<file path="config.mk">
export PLATFORM = sky130hd
export DESIGN_NAME = dual_ocp_guard
export DESIGN_NICKNAME = d
export VERILOG_FILES = /design/src/rtl/ocp_pkg.sv /design/src/rtl/ocp_dpath.sv /design/src/rtl/ocp_ctrl.sv /design/src/rtl/dual_ocp_guard.sv
export SDC_FILE = /design/constraint.sdc
export NUM_CORES = 1
export LEC_CHECK = 0
export ABC_CLOCK_PERIOD_IN_PS = 3400
export CORE_MARGIN = 2
export CORE_UTILIZATION = 25
export CTS_CLUSTER_SIZE = 24
export DETAILED_ROUTE_END_ITERATION = 6
export PLACE_DENSITY = 0.49
export SKIP_LAST_GASP = 1
export SLEW_MARGIN = 30
export SYNTH_ARGS = -nofsm -noshare
export SYNTH_HDL_FRONTEND = slang
export SYNTH_SLANG_ARGS = --single-unit
export TNS_END_PERCENT = 1
</file>
<file path="constraint.sdc">
create_clock -name clk -period 3.4 [get_ports clk]
set_clock_uncertainty 0.1 [all_clocks]
set_input_delay 0.68 -clock clk [delete_from_list [all_inputs] [get_ports clk]]
set_output_delay 0.68 -clock clk [all_outputs]
set_load 0.05 [all_outputs]
</file>
<file path="src/rtl/ocp_pkg.sv">
package ocp_pkg;
  // strobes from control to datapath
  typedef struct packed {
    logic capture;   // load thresh1 this edge
    logic forceMax;  // load the largest limit instead of the pin code
  } ocpStrobe_t;
endpackage

</file>
<file path="src/rtl/ocp_dpath.sv">
module ocp_dpath
  import ocp_pkg::*;
#(
  parameter int CODE_W    = 10,
  parameter int TH_MIN    = 50,
  parameter int TH_MAX    = 550,
  parameter int CLAMP_LVL = 600
) (
  input  logic              clk,
  input  logic              rstN,
  input  ocpStrobe_t        stb,
  input  logic [CODE_W-1:0] pinCode,
  input  logic [CODE_W-1:0] phaseCode,
  output logic [CODE_W-1:0] thresh1,
  output logic [CODE_W:0]   thresh2,
  output logic              clampHit,
  output logic              l1Over,
  output logic              l2Over
);
  localparam logic [CODE_W-1:0] MinC   = CODE_W'(TH_MIN);
  localparam logic [CODE_W-1:0] MaxC   = CODE_W'(TH_MAX);
  localparam logic [CODE_W-1:0] ClampC = CODE_W'(CLAMP_LVL);

  logic [CODE_W-1:0] satCode;

  always_comb begin
    if (pinCode < MinC)      satCode = MinC;
    else if (pinCode > MaxC) satCode = MaxC;
    else                     satCode = pinCode;
  end

  assign clampHit = (pinCode >= ClampC);

  always_ff @(posedge clk) begin
    if (!rstN)            thresh1 <= MaxC;
    else if (stb.capture) thresh1 <= stb.forceMax ? MaxC : satCode;
  end

  // 1.5x by shift and add
  assign thresh2 = {1'b0, thresh1} + {2'b00, thresh1[CODE_W-1:1]};
  assign l1Over  = (phaseCode > thresh1);
  assign l2Over  = ({1'b0, phaseCode} > thresh2);

  // captured limit always within range
  a_r4_range: assert property (@(posedge clk) disable iff (!rstN)
    (thresh1 >= MinC) && (thresh1 <= MaxC));
  // limit changes only on a capture strobe
  a_r10_thresh_hold: assert property (@(posedge clk) disable iff (!rstN)
    !stb.capture |=> $stable(thresh1));
  // clamp capture loads the largest limit
  a_r3_clamp_max: assert property (@(posedge clk) disable iff (!rstN)
    (stb.capture && stb.forceMax) |=> (thresh1 == MaxC));
endmodule

</file>
<file path="src/rtl/ocp_ctrl.sv">
module ocp_ctrl
  import ocp_pkg::*;
#(
  parameter int WIN_CYCLES = 500000,
  parameter int EVT_COUNT  = 4
) (
  input  logic       clk,
  input  logic       rstN,
  input  logic       lowSideOn,
  input  logic       cycleStrobe,
  input  logic       clampHit,
  input  logic       l1Over,
  input  logic       l2Over,
  output ocpStrobe_t stb,
  output logic       settingDone,
  output logic       tripOff
);
  localparam int WIN_W = $clog2(WIN_CYCLES + 1);
  localparam int RUN_W = $clog2(EVT_COUNT + 1);
  localparam logic [WIN_W-1:0] WinLast = WIN_W'(WIN_CYCLES - 1);
  localparam logic [RUN_W-1:0] RunLast = RUN_W'(EVT_COUNT - 1);

  logic [WIN_W-1:0] winCnt;
  logic [RUN_W-1:0] runCnt;
  logic evtSeen, armed, l1Now, l2Now, hit;

  assign stb.capture  = !settingDone && (clampHit || winCnt == WinLast);
  assign stb.forceMax = clampHit;

  assign armed = settingDone && !tripOff;
  assign l1Now = armed && lowSideOn && l1Over;
  assign l2Now = armed && lowSideOn && l2Over;
  assign hit   = evtSeen || l1Now;

  always_ff @(posedge clk) begin
    if (!rstN) begin
      winCnt      <= '0;
      settingDone <= 1'b0;
    end else if (!settingDone) begin
      winCnt <= winCnt + 1'b1;
      if (stb.capture) settingDone <= 1'b1;
    end
  end

  always_ff @(posedge clk) begin
    if (!rstN) begin
      evtSeen <= 1'b0;
      runCnt  <= '0;
      tripOff <= 1'b0;
    end else if (armed) begin
      if (cycleStrobe) begin
        evtSeen <= 1'b0;
        if (hit) begin
          if (runCnt == RunLast) begin
            tripOff <= 1'b1;
            runCnt  <= '0;
          end else begin
            runCnt <= runCnt + 1'b1;
          end
        end else begin
          runCnt <= '0;
        end
      end else if (l1Now) begin
        evtSeen <= 1'b1;
      end
      if (l2Now) tripOff <= 1'b1;
    end
  end

  // shutdown is sticky
  a_r10_trip_sticky: assert property (@(posedge clk) disable iff (!rstN)
    tripOff |=> tripOff);
  // setting completes once and stays
  a_r2_done_sticky: assert property (@(posedge clk) disable iff (!rstN)
    settingDone |=> settingDone);
  // no trip while the limit is still being set
  a_r6_no_early_trip: assert property (@(posedge clk) disable iff (!rstN)
    !settingDone |=> !tripOff);
  // a quiet period clears the run
  a_r8_run_clear: assert property (@(posedge clk) disable iff (!rstN)
    (armed && cycleStrobe && !hit) |=> (runCnt == '0));
  // second-level excess trips on the next edge
  a_r9_fast_trip: assert property (@(posedge clk) disable iff (!rstN)
    l2Now |=> tripOff);
endmodule

</file>
<file path="src/rtl/dual_ocp_guard.sv">
module dual_ocp_guard
  import ocp_pkg::*;
#(
  parameter int CODE_W     = 10,
  parameter int TH_MIN     = 50,
  parameter int TH_MAX     = 550,
  parameter int CLAMP_LVL  = 600,
  parameter int WIN_CYCLES = 500000,
  parameter int EVT_COUNT  = 4
) (
  input  logic              clk,
  input  logic              rstN,
  input  logic              lowSideOn,
  input  logic              cycleStrobe,
  input  logic [CODE_W-1:0] phaseCode,
  input  logic [CODE_W-1:0] pinCode,
  output logic [CODE_W-1:0] thresh1,
  output logic [CODE_W:0]   thresh2,
  output logic              settingDone,
  output logic              tripOff
);
  ocpStrobe_t stb;
  logic clampHit, l1Over, l2Over;

  ocp_ctrl #(
    .WIN_CYCLES(WIN_CYCLES),
    .EVT_COUNT (EVT_COUNT)
  ) ctrl_i (
    .clk        (clk),
    .rstN       (rstN),
    .lowSideOn  (lowSideOn),
    .cycleStrobe(cycleStrobe),
    .clampHit   (clampHit),
    .l1Over     (l1Over),
    .l2Over     (l2Over),
    .stb        (stb),
    .settingDone(settingDone),
    .tripOff    (tripOff)
  );

  ocp_dpath #(
    .CODE_W   (CODE_W),
    .TH_MIN   (TH_MIN),
    .TH_MAX   (TH_MAX),
    .CLAMP_LVL(CLAMP_LVL)
  ) dpath_i (
    .clk      (clk),
    .rstN     (rstN),
    .stb      (stb),
    .pinCode  (pinCode),
    .phaseCode(phaseCode),
    .thresh1  (thresh1),
    .thresh2  (thresh2),
    .clampHit (clampHit),
    .l1Over   (l1Over),
    .l2Over   (l2Over)
  );
endmodule

</file>
After elaboration in Yosys (flattened, before gate mapping). Index checks and enable logic that the tools add are counted.

Register bits: 35. Input bits: 24. Output and inout port bits: 23.

Add/sub/neg operators: 3. $lt $le $gt $ge: 5. Eq/ne operators: 2. Multiplexer cells: 13. Reductions and logical operators: 16.

Operators by type and width (number): $mux W10 (3); $add A19 B1 Y19 const B (1); $eq A19 B19 Y1 const B (1); $add A10 B9 Y11 (1); $gt A10 B11 Y1 (1); $ge A10 B10 Y1 const B (1); $gt A10 B10 Y1 (1); $gt A10 B10 Y1 const B (1); $lt A10 B6 Y1 const B (1); $mux W1 (8); $reduce_bool A2 Y1 (4); $mux W3 (2); $logic_and A1 B1 Y1 (5); $reduce_and A2 Y1 (2); $reduce_and A4 Y1 (1); $add A3 B1 Y3 const B (1); $eq A3 B2 Y1 const B (1); $logic_not A1 Y1 (2); $logic_or A1 B1 Y1 (2).

Longest topological paths before layout. Gate-level depths: netlist of run 1.

Word-level depth: 8. Depth in mapped cells: 13. Depth with buffers taken out: 13.

By module. Synthesis of run 1 repeated with hierarchy kept, for this count alone.

Cell total of the unflattened synthesis: 295. Area total of the unflattened synthesis: 2527.4 um^2.

By module, submodules not included: ocp_dpath (times used 1, cells an instance 165, area each 1375.1 um^2); ocp_ctrl (times used 1, cells an instance 130, area each 1152.4 um^2).

Worst setup path after synthesis of run 1. OpenSTA, ideal clock, no wires.

Path type: register to register. Start: reg dpath_i.thresh1[1]. End: reg ctrl_i.tripOff. Data arrival time: 3.799 ns. Required time: 3.216 ns. Slack: -0.582 ns. Stages on the path, launching flop included: 14. Path buffers: 0. Period minus slack after synthesis: 3.982 ns. Path through: dfxtp_1 ha_1 fa_1 a211oi_1 nor2_1 o221a_2 a21oi_1 inv_1 ha_1 nand4_1 a21oi_1 nor3b_1 a2111o_1 o211ai_1.

Longest elaborated chain between the ends: 5. Elaborated cells between the ends (all ways): 11. Classes of those cells: add/sub: 1; order compare: 2; mux: 1; reduce/logical: 7.

RTL lines: start, declared (line ocp_dpath.sv:14) `output logic [CODE_W-1:0] thresh1,`; start signal, assigned (line ocp_dpath.sv:35) `if (!rstN) thresh1 <= MaxC;`; start signal, assigned (line ocp_dpath.sv:36) `else if (stb.capture) thresh1 <= stb.forceMax ? MaxC : satCode;`; $add A10 B9 Y11 (*) (line ocp_dpath.sv:40) `assign thresh2 = {1'b0, thresh1} + {2'b00, thresh1[CODE_W-1:1]};`; net thresh2[6] (line dual_ocp_guard.sv:18) `output logic [CODE_W:0] thresh2,`; $gt A10 B11 Y1 (*) (line ocp_dpath.sv:42) `assign l2Over = ({1'b0, phaseCode} > thresh2);`; $logic_and A1 B1 Y1 (*) (line ocp_ctrl.sv:32) `assign l2Now = armed && lowSideOn && l2Over;`; $reduce_bool A2 Y1 (no source line); $reduce_and A4 Y1 (no source line); end signal, assigned (line ocp_ctrl.sv:49) `tripOff <= 1'b0;`; end signal, assigned (line ocp_ctrl.sv:55) `tripOff <= 1'b1;`; end signal, assigned (line ocp_ctrl.sv:66) `if (l2Now) tripOff <= 1'b1;`; end, declared (line ocp_ctrl.sv:16) `output logic tripOff`.

The timed path passes the listed nets; every way through them passes the cells marked *. A chain may end at the register's enable or synchronous reset.

Worst setup path after layout of run 1.
Start: reg dpath_i.thresh1[0]. End: reg ctrl_i.tripOff.

Longest elaborated chain between the ends: 5. Elaborated cells between the ends (all ways): 11. Classes of those cells: add/sub: 1; order compare: 2; mux: 1; reduce/logical: 7.

RTL lines (line): $add A10 B9 Y11 / $gt A10 B10 Y1 (equally long branches) (ocp_dpath.sv:40, ocp_dpath.sv:41); $gt A10 B11 Y1 / $logic_and A1 B1 Y1 (equally long branches) (ocp_dpath.sv:42, ocp_ctrl.sv:31); $logic_and A1 B1 Y1 / $logic_or A1 B1 Y1 (equally long branches) (ocp_ctrl.sv:32, ocp_ctrl.sv:33); $reduce_bool A2 Y1 (no source line); $reduce_and A4 Y1 (no source line).

Several ways; a longest one is shown, not always the timed one.

==> results.toml, run 1 <==
[timing]
period_share = 0.985
final_hold_violating_endpoints = 0
setup_violations = 0
grt_setup_unrepaired = "yes"
min_period_ns = 3.35
drv_slew = 0
max_freq_mhz = 298
slew-limit-headroom = 0.550
worst_pin_slew_ns = 0.669
final.setup.tns_ns = 0

[synth]
synth_fp_nets = 362
syn_inst = 304
synth-warning-count = 0
netlist-cell-type-count = 52
ys_seq_area_frac = 0.270
netlist_top_cells_area = "sky130_fd_sc_hd__dfxtp_1 (27%), sky130_fd_sc_hd__ha_1 (16%), sky130_fd_sc_hd__xor2_1 (6.1%)"
synth_flop_cell = "sky130_fd_sc_hd__dfxtp_1"
synth_top_area_frac = 0.270
syn_area_per_cell_um2 = 8.53
post_synth_instance_area_um2 = 2590
synth_enable_flop_cells = 0
synth_top_cell_by_area = "sky130_fd_sc_hd__dfxtp_1"
ys_seq_elements = 35
async_flop_share = 0

[global_routing]
global_route_wire_length_before_repair_mm = 11.0
number_of_antenna_violations_at_the_first_check_in_global_routing = 0
grt_pass1_vias = 2318
track_usage = 0.123
overflow = 0
grt_max_degree = 26

[clock_tree]
post-cts-setup-buffers = 0
clock_path_buffers = 2
cts.sink_count = 35
clkTransAtPathRegs_ns = 0.07
worstSkewPairLatency_ns = 0.29
tritoncts_clock_tree = "built"
max_h_tree_level = 2
tritoncts.num_buffers = 5
cts_root_buf = "sky130_fd_sc_hd__clkbuf_8"

[die]
core_um2 = 10200
io_pins = 47
vertical_die_dimension_um = 106
die_width_um = 106
num_rows = 37
die-area_um2 = 11200
starting_density = 0.255

[power_and_ir_drop]
pwr_density_cell_nw_per_um2 = 334
power.sequential.fraction = 0.390
power.share.switching = 0.353
p_clk_frac = 0.266
static-leakage-power_nw = 1.39
net-switching-power_w = 0.000393
worst_ir_drop_vdd_mv = 0.193
internal_power_w = 0.000719
power_w = 0.00111
power_frac_comb = 0.344

[hold_path]
min_from = "ctrl_i.runCnt[1]"
hold_class = "register to register"

[detailed_routing]
avgViaCountPerCell = 4.79
dr_total_vias = 2369
ant_nets = 0
detail_route.wirelength_mm = 6.64
drt_pre_antenna_iters = 4
drcViolationCount = 0
detail_route.iter0.violations = 93
detail_route.wl_per_cell_um = 13.4

[final_layout]
most_frequent_cells_in_the_layout = "sky130_fd_sc_hd__clkdlybuf4s50_1 (40), sky130_fd_sc_hd__dfxtp_1 (35), sky130_fd_sc_hd__ha_1 (33)"
finish.net_count = 416
layout_commonest_cell = "sky130_fd_sc_hd__clkdlybuf4s50_1"
final.fill_count = 1097
antennaDiodeCount = 0
drive_above_1_share = 0.0836
area_growth_syn_to_layout_pct = 28.6

[placement]
placement.io_buffers = 46
gp_routability_congestion = 0.832
dp_hpwl_mm = 5.41

[worst_setup_path]
worstPathMaxFanout = 3
timing_worst_setup_path_type = "register to register"
critPathLaunchType = "register"
worstSetupEndpointType = "register"
worst-endpoint-required_ns = 3.51
critical_path.reg2reg.startpoint = "dpath_i.thresh1[0]"
worst_ep_arrival_time_ns = 3.46
critical_path.startpoint = "dpath_i.thresh1[0]"

[job]
cap_viol_max_count = 0

[status]
run_status = "complete, no violations"
==> what timing repair did <==
| action | in CTS | in global routing |
|---|---|---|
| setup endpoints to repair | 2 | 4 |
| hold buffers | 0 | 0 |
| endpoints found under the hold margin | 0 | 0 |
| gates resized for setup | 1 | 1 |
==> flip-flops by register name (all words and copies together) (netlist names) <==
signal and count:
ctrl_i.evtSeen 1, ctrl_i.runCnt 3, ctrl_i.settingDone 1, ctrl_i.tripOff 1
ctrl_i.winCnt 19, dpath_i.thresh1 10
==> kinds of logic after synthesis <==
| family | after synthesis | share of synthesized area |
|---|---|---|
| AND/OR/NAND/NOR | 109 | 0.225 |
| buffers and inverters | 32 | 0.0598 |
| multiplexers | 6 | 0.0232 |
| flip-flops | 35 | 0.270 |
| adder cells (fa/ha/maj) | 34 | 0.167 |
| AO/OA/AOI/OAI | 62 | 0.167 |
| XOR/XNOR | 26 | 0.0878 |
==> routing by layer <==
layer / wire length, um / global-route usage
met5: 0 / 0
met4: 130 / 0.0432
met3: 294 / 0.0272
met2: 3020 / 0.206
met1: 3200 / 0.155
==> final timing paths <==
check             slack (ns)          endpoint  depth (start not counted)
setup / recovery        0.05    ctrl_i.tripOff                         13
hold / removal          0.41  ctrl_i.runCnt[1]                          1
setup reg to reg        0.05    ctrl_i.tripOff                         13
hold reg to reg         0.41  ctrl_i.runCnt[1]                          1
==> cell usage after synthesis (2+ instances only) <==
| cell type | count |
|---|---|
| sky130_fd_sc_hd__xor2_1 | 18 |
| sky130_fd_sc_hd__clkbuf_1 | 3 |
| sky130_fd_sc_hd__dfxtp_1 | 35 |
| sky130_fd_sc_hd__clkbuf_8 | 2 |
| sky130_fd_sc_hd__ha_1 | 33 |
| sky130_fd_sc_hd__nand3b_1 | 6 |
| sky130_fd_sc_hd__and3_1 | 3 |
| sky130_fd_sc_hd__nor2b_1 | 3 |
| sky130_fd_sc_hd__nand2_1 | 23 |
| sky130_fd_sc_hd__or4b_4 | 2 |
| sky130_fd_sc_hd__or3_1 | 2 |
| sky130_fd_sc_hd__a21o_1 | 7 |
| sky130_fd_sc_hd__nand3_1 | 12 |
| sky130_fd_sc_hd__a22oi_1 | 2 |
| sky130_fd_sc_hd__o211ai_1 | 2 |
| sky130_fd_sc_hd__nor4_1 | 5 |
| sky130_fd_sc_hd__a32o_1 | 3 |
| sky130_fd_sc_hd__a31oi_1 | 5 |
| sky130_fd_sc_hd__inv_1 | 24 |
| sky130_fd_sc_hd__nand4_1 | 7 |
| sky130_fd_sc_hd__nor3_1 | 8 |
| sky130_fd_sc_hd__o2111ai_1 | 2 |
| sky130_fd_sc_hd__a21oi_1 | 17 |
| sky130_fd_sc_hd__xnor2_1 | 8 |
| sky130_fd_sc_hd__o21ai_0 | 9 |
| sky130_fd_sc_hd__buf_6 | 2 |
| sky130_fd_sc_hd__nor2_1 | 28 |
| sky130_fd_sc_hd__a2111o_1 | 2 |
| sky130_fd_sc_hd__a211oi_1 | 3 |
| sky130_fd_sc_hd__mux2i_1 | 6 |
==> power groups by stage <==
stage	sequential [W]	combinational (W)	clock [W]
2_1_floorplan	0.000461	0.000232	0
3_3_place_gp	0.000443	0.000381	0
3_5_place_dp	0.000444	0.000385	0
4_1_cts	0.000434	0.000385	0.000309
5_1_grt	0.000436	0.000416	0.000328
6_report	0.000434	0.000383	0.000295
==> final cells by class <==
class                   count  area, um^2  share of cell area
clock buffers               6        72.6              0.0218
clock inverters             2        12.5             0.00375
flip-flops and latches     35         701               0.210
multi-input cells         237        1750               0.524
repair buffers             54         537               0.161
well taps                 136         170              0.0510
inverters                  25        93.8              0.0281
==> through the flow <==
| step | worst slack [ns] | std cells | utilization | area [um^2] | hold WS [ns] |
|---|---|---|---|---|---|
| 2_1_floorplan | -0.256 | 304 | - | 2600 | 0.368 |
| 3_3_place_gp | 0.130 | 487 | 0.319 | 3250 | 0.387 |
| 3_5_place_dp | 0.0718 | 487 | 0.319 | 3250 | 0.399 |
| 4_1_cts | -0.00891 | 495 | 0.327 | 3330 | 0.418 |
| 5_1_grt | -0.127 | 495 | 0.327 | 3330 | 0.430 |
| 6_report | 0.0495 | 495 | 0.327 | 3330 | 0.413 |
==> worst max-delay path, cell delays in order (launching register included) <==
cell and delay, ns:
sky130_fd_sc_hd__dfxtp_1 0.32, sky130_fd_sc_hd__ha_1 0.22, sky130_fd_sc_hd__fa_1 0.38, sky130_fd_sc_hd__a211oi_1 0.24, sky130_fd_sc_hd__nor2_1 0.11, sky130_fd_sc_hd__o221a_2 0.25, sky130_fd_sc_hd__o31a_1 0.29, sky130_fd_sc_hd__xor2_1 0.17
sky130_fd_sc_hd__ha_1 0.30, sky130_fd_sc_hd__a21o_1 0.11, sky130_fd_sc_hd__a21oi_1 0.07, sky130_fd_sc_hd__nor3b_1 0.14, sky130_fd_sc_hd__a2111o_1 0.40, sky130_fd_sc_hd__o211ai_1 0.17
No activity file was read; power rests on OpenSTA's default activity.
==> run 2, diff against run 1 <==
--- a/config.mk
+++ b/config.mk
@@ -7,10 +7,11 @@
 export LEC_CHECK = 0
 export ABC_CLOCK_PERIOD_IN_PS = 3400
 export CORE_MARGIN = 2
-export CORE_UTILIZATION = 25
+export CORE_UTILIZATION = 48
 export CTS_CLUSTER_SIZE = 24
 export DETAILED_ROUTE_END_ITERATION = 6
-export PLACE_DENSITY = 0.49
+export PLACE_DENSITY = 0.8
+export SKIP_CTS_REPAIR_TIMING = 1
 export SKIP_LAST_GASP = 1
 export SLEW_MARGIN = 30
 export SYNTH_ARGS = -nofsm -noshare
==> run 2 against run 1 <==
Against the previous run: wire length down 8.8%; final cell count shrank 14%; sequential share of layout area grew 0.39 points; hold slack better by 0.00059 ns; combinational power fell by 2%; utilization increased by 31 points; die area is 46% lower; critical path depth is 6 lower; fmax decreased by 0.72%; worst setup slack got worse by 0.024 ns; critical path type is now register to output pin; largest power group unchanged.
==> results.toml, run 2 (synthesized netlist as in run 1, its figures left out) <==
[worst_setup_path]
reg2regPathDepth = 13
r2r_setup_slack_ns = 0.05
critical_path.reg2reg.startpoint = "dpath_i.thresh1[1]"
cpPeakStageDelay_ns = 0.79
critPathLaunchType = "register"
crit_buf_inv = 2
worst-endpoint-required_ns = 2.62
worst_path_max_delay_cell = "sky130_fd_sc_hd__clkdlybuf4s50_1"
cpLargestDelayFamily = "buffers and inverters"
crit_path_cell_trace = "ha_1 -> nand3_1 -> o2111ai_1 -> nand2_1 -> xor2_1 -> inv_1 -> clkdlybuf4s50_1"
timing_worst_setup_path_type = "register to output pin"
worstSetupEndpointType = "output pin"
critical_path.reg2reg.endpoint = "ctrl_i.tripOff"
worst_ep_arrival_time_ns = 2.59
worstPathMaxFanout = 5

[detailed_routing]
detail_route.iter0.violations = 71
avgViaCountPerCell = 5.57
drt_pre_antenna_iters = 4
detail_route.wl_per_cell_um = 14.2
ant_nets = 0
dr_total_vias = 2379
detail_route.wirelength_mm = 6.06
drcViolationCount = 0

[job]
cap_viol_max_count = 0

[final_layout]
post_layout_nonfiller_instances = 427
finish.net_count = 414
number_of_flip_flops_under_the_largest_register_name = 19
fin_area_um2 = 3270
registers.top_by_ff_count = "ctrl_i.winCnt"
most_frequent_cells_in_the_layout = "sky130_fd_sc_hd__clkdlybuf4s50_1 (41), sky130_fd_sc_hd__dfxtp_1 (35), sky130_fd_sc_hd__ha_1 (33)"
layout_commonest_cell = "sky130_fd_sc_hd__clkdlybuf4s50_1"
area_growth_syn_to_layout_pct = 26.3
final_core_utilization = 0.633
largestRegisters = "ctrl_i.winCnt x19, dpath_i.thresh1 x10, ctrl_i.runCnt x3"
drive_above_1_share = 0.0840
antennaDiodeCount = 0

[placement]
detailedPlace.worstSlack_ns = 0.00477
gp_routability_congestion = 0.863
place_area_um2 = 3150
dp_hpwl_mm = 4.79
dp.cells = 419
placement.io_buffers = 46

[timing]
setup_violations = 0
worst_pin_slew_ns = 0.670
final_hold_violating_endpoints = 0
grt_setup_unrepaired = "yes"
min_period_ns = 3.37
period_share = 0.993
drv_slew = 0
slew-limit-headroom = 0.549
layout_setup_ws_ns = 0.0251
max_freq_mhz = 296

[die]
vertical_die_dimension_um = 77.5
core_um2 = 5170
io_pins = 47
die_width_um = 77.5
die-area_um2 = 6000
num_rows = 26
starting_density = 0.501

[hold_path]
hold_class = "register to register"
min_from = "ctrl_i.runCnt[1]"
hold_path_depth = 1
hold_end = "ctrl_i.runCnt[1]"

[power_and_ir_drop]
static-leakage-power_nw = 1.40
worst_ir_drop_vdd_mv = 0.314
pwr_density_cell_nw_per_um2 = 367

[clock_tree]
cts_root_buf = "sky130_fd_sc_hd__clkbuf_8"
max_h_tree_level = 2
worstSkewPairLatency_ns = 0.28
cts.sink_count = 35
tritoncts.num_buffers = 5
tritoncts_clock_tree = "built"
clock_path_buffers = 2
clkTransAtPathRegs_ns = 0.07

[global_routing]
track_usage = 0.211
global_route_wire_length_before_repair_mm = 10.4
number_of_antenna_violations_at_the_first_check_in_global_routing = 0
overflow = 0
grt_pass1_vias = 2227
grt_max_degree = 26

[status]
run_status = "complete, no violations"
==> run 2: how the worst max path moves through the flow <==
stage                       start              to  slack, ns  cells after the start
2_1_floorplan  dpath_i.thresh1[1]  ctrl_i.tripOff      -0.26                     12
3_3_place_gp   dpath_i.thresh1[1]  ctrl_i.tripOff       0.11                     13
3_5_place_dp   dpath_i.thresh1[1]  ctrl_i.tripOff      0.005                     13
4_1_cts        dpath_i.thresh1[1]     thresh2[10]      -0.03                      7
5_1_grt        dpath_i.thresh1[1]  ctrl_i.tripOff      -0.13                     13
6_report       dpath_i.thresh1[2]      thresh2[7]       0.03                      7
==> run 2: cell type report <==
| cell class | instances | area [um^2] |
|---|---|---|
| tap | 70 | 87.6 |
| multi-input combinational | 237 | 1750 |
| sequential | 35 | 701 |
| clock buffer | 6 | 82.6 |
| fill | 434 | 1900 |
| clock inverter | 2 | 35.0 |
| timing repair buffer | 52 | 523 |
| inverter | 25 | 93.8 |
==> run 2: where the power goes <==
part,internal [W],switching (W)
registers,0.000421,0.0000159
logic,0.000155,0.000221
clock network,0.000237,0.000151
==> run 2: metrics by stage <==
step | hold WS (ns) | TNS (ns) | total power (W)
floorplan | 0.368 | -0.256 | 0.000693
global placement | 0.383 | 0 | 0.000811
detailed placement | 0.393 | 0 | 0.000819
CTS | 0.407 | -0.0439 | 0.00121
global route | 0.446 | -0.326 | 0.00125
finish | 0.413 | 0 | 0.00120
==> run 2: worst reg2reg max path, cell delays in order, from the launching register on <==
cell and delay (ns):
sky130_fd_sc_hd__dfxtp_1 0.34, sky130_fd_sc_hd__ha_1 0.23, sky130_fd_sc_hd__fa_2 0.38, sky130_fd_sc_hd__a211oi_1 0.24, sky130_fd_sc_hd__nor2_1 0.10, sky130_fd_sc_hd__o221a_2 0.26, sky130_fd_sc_hd__o31a_1 0.30, sky130_fd_sc_hd__xor2_1 0.16
sky130_fd_sc_hd__ha_1 0.30, sky130_fd_sc_hd__a21o_1 0.11, sky130_fd_sc_hd__a21oi_1 0.07, sky130_fd_sc_hd__nor3b_1 0.14, sky130_fd_sc_hd__a2111o_1 0.40, sky130_fd_sc_hd__o211ai_1 0.15
==> run 2: layer usage <==
layer  GRT usage  vias to the layer above  share of wire
met3      0.0395                        2          0.048
met4      0.0482                        0         0.0046
met2       0.357                       64           0.47
li1            -                     1200              -
met5           0                        -              0
met1       0.279                     1113           0.48
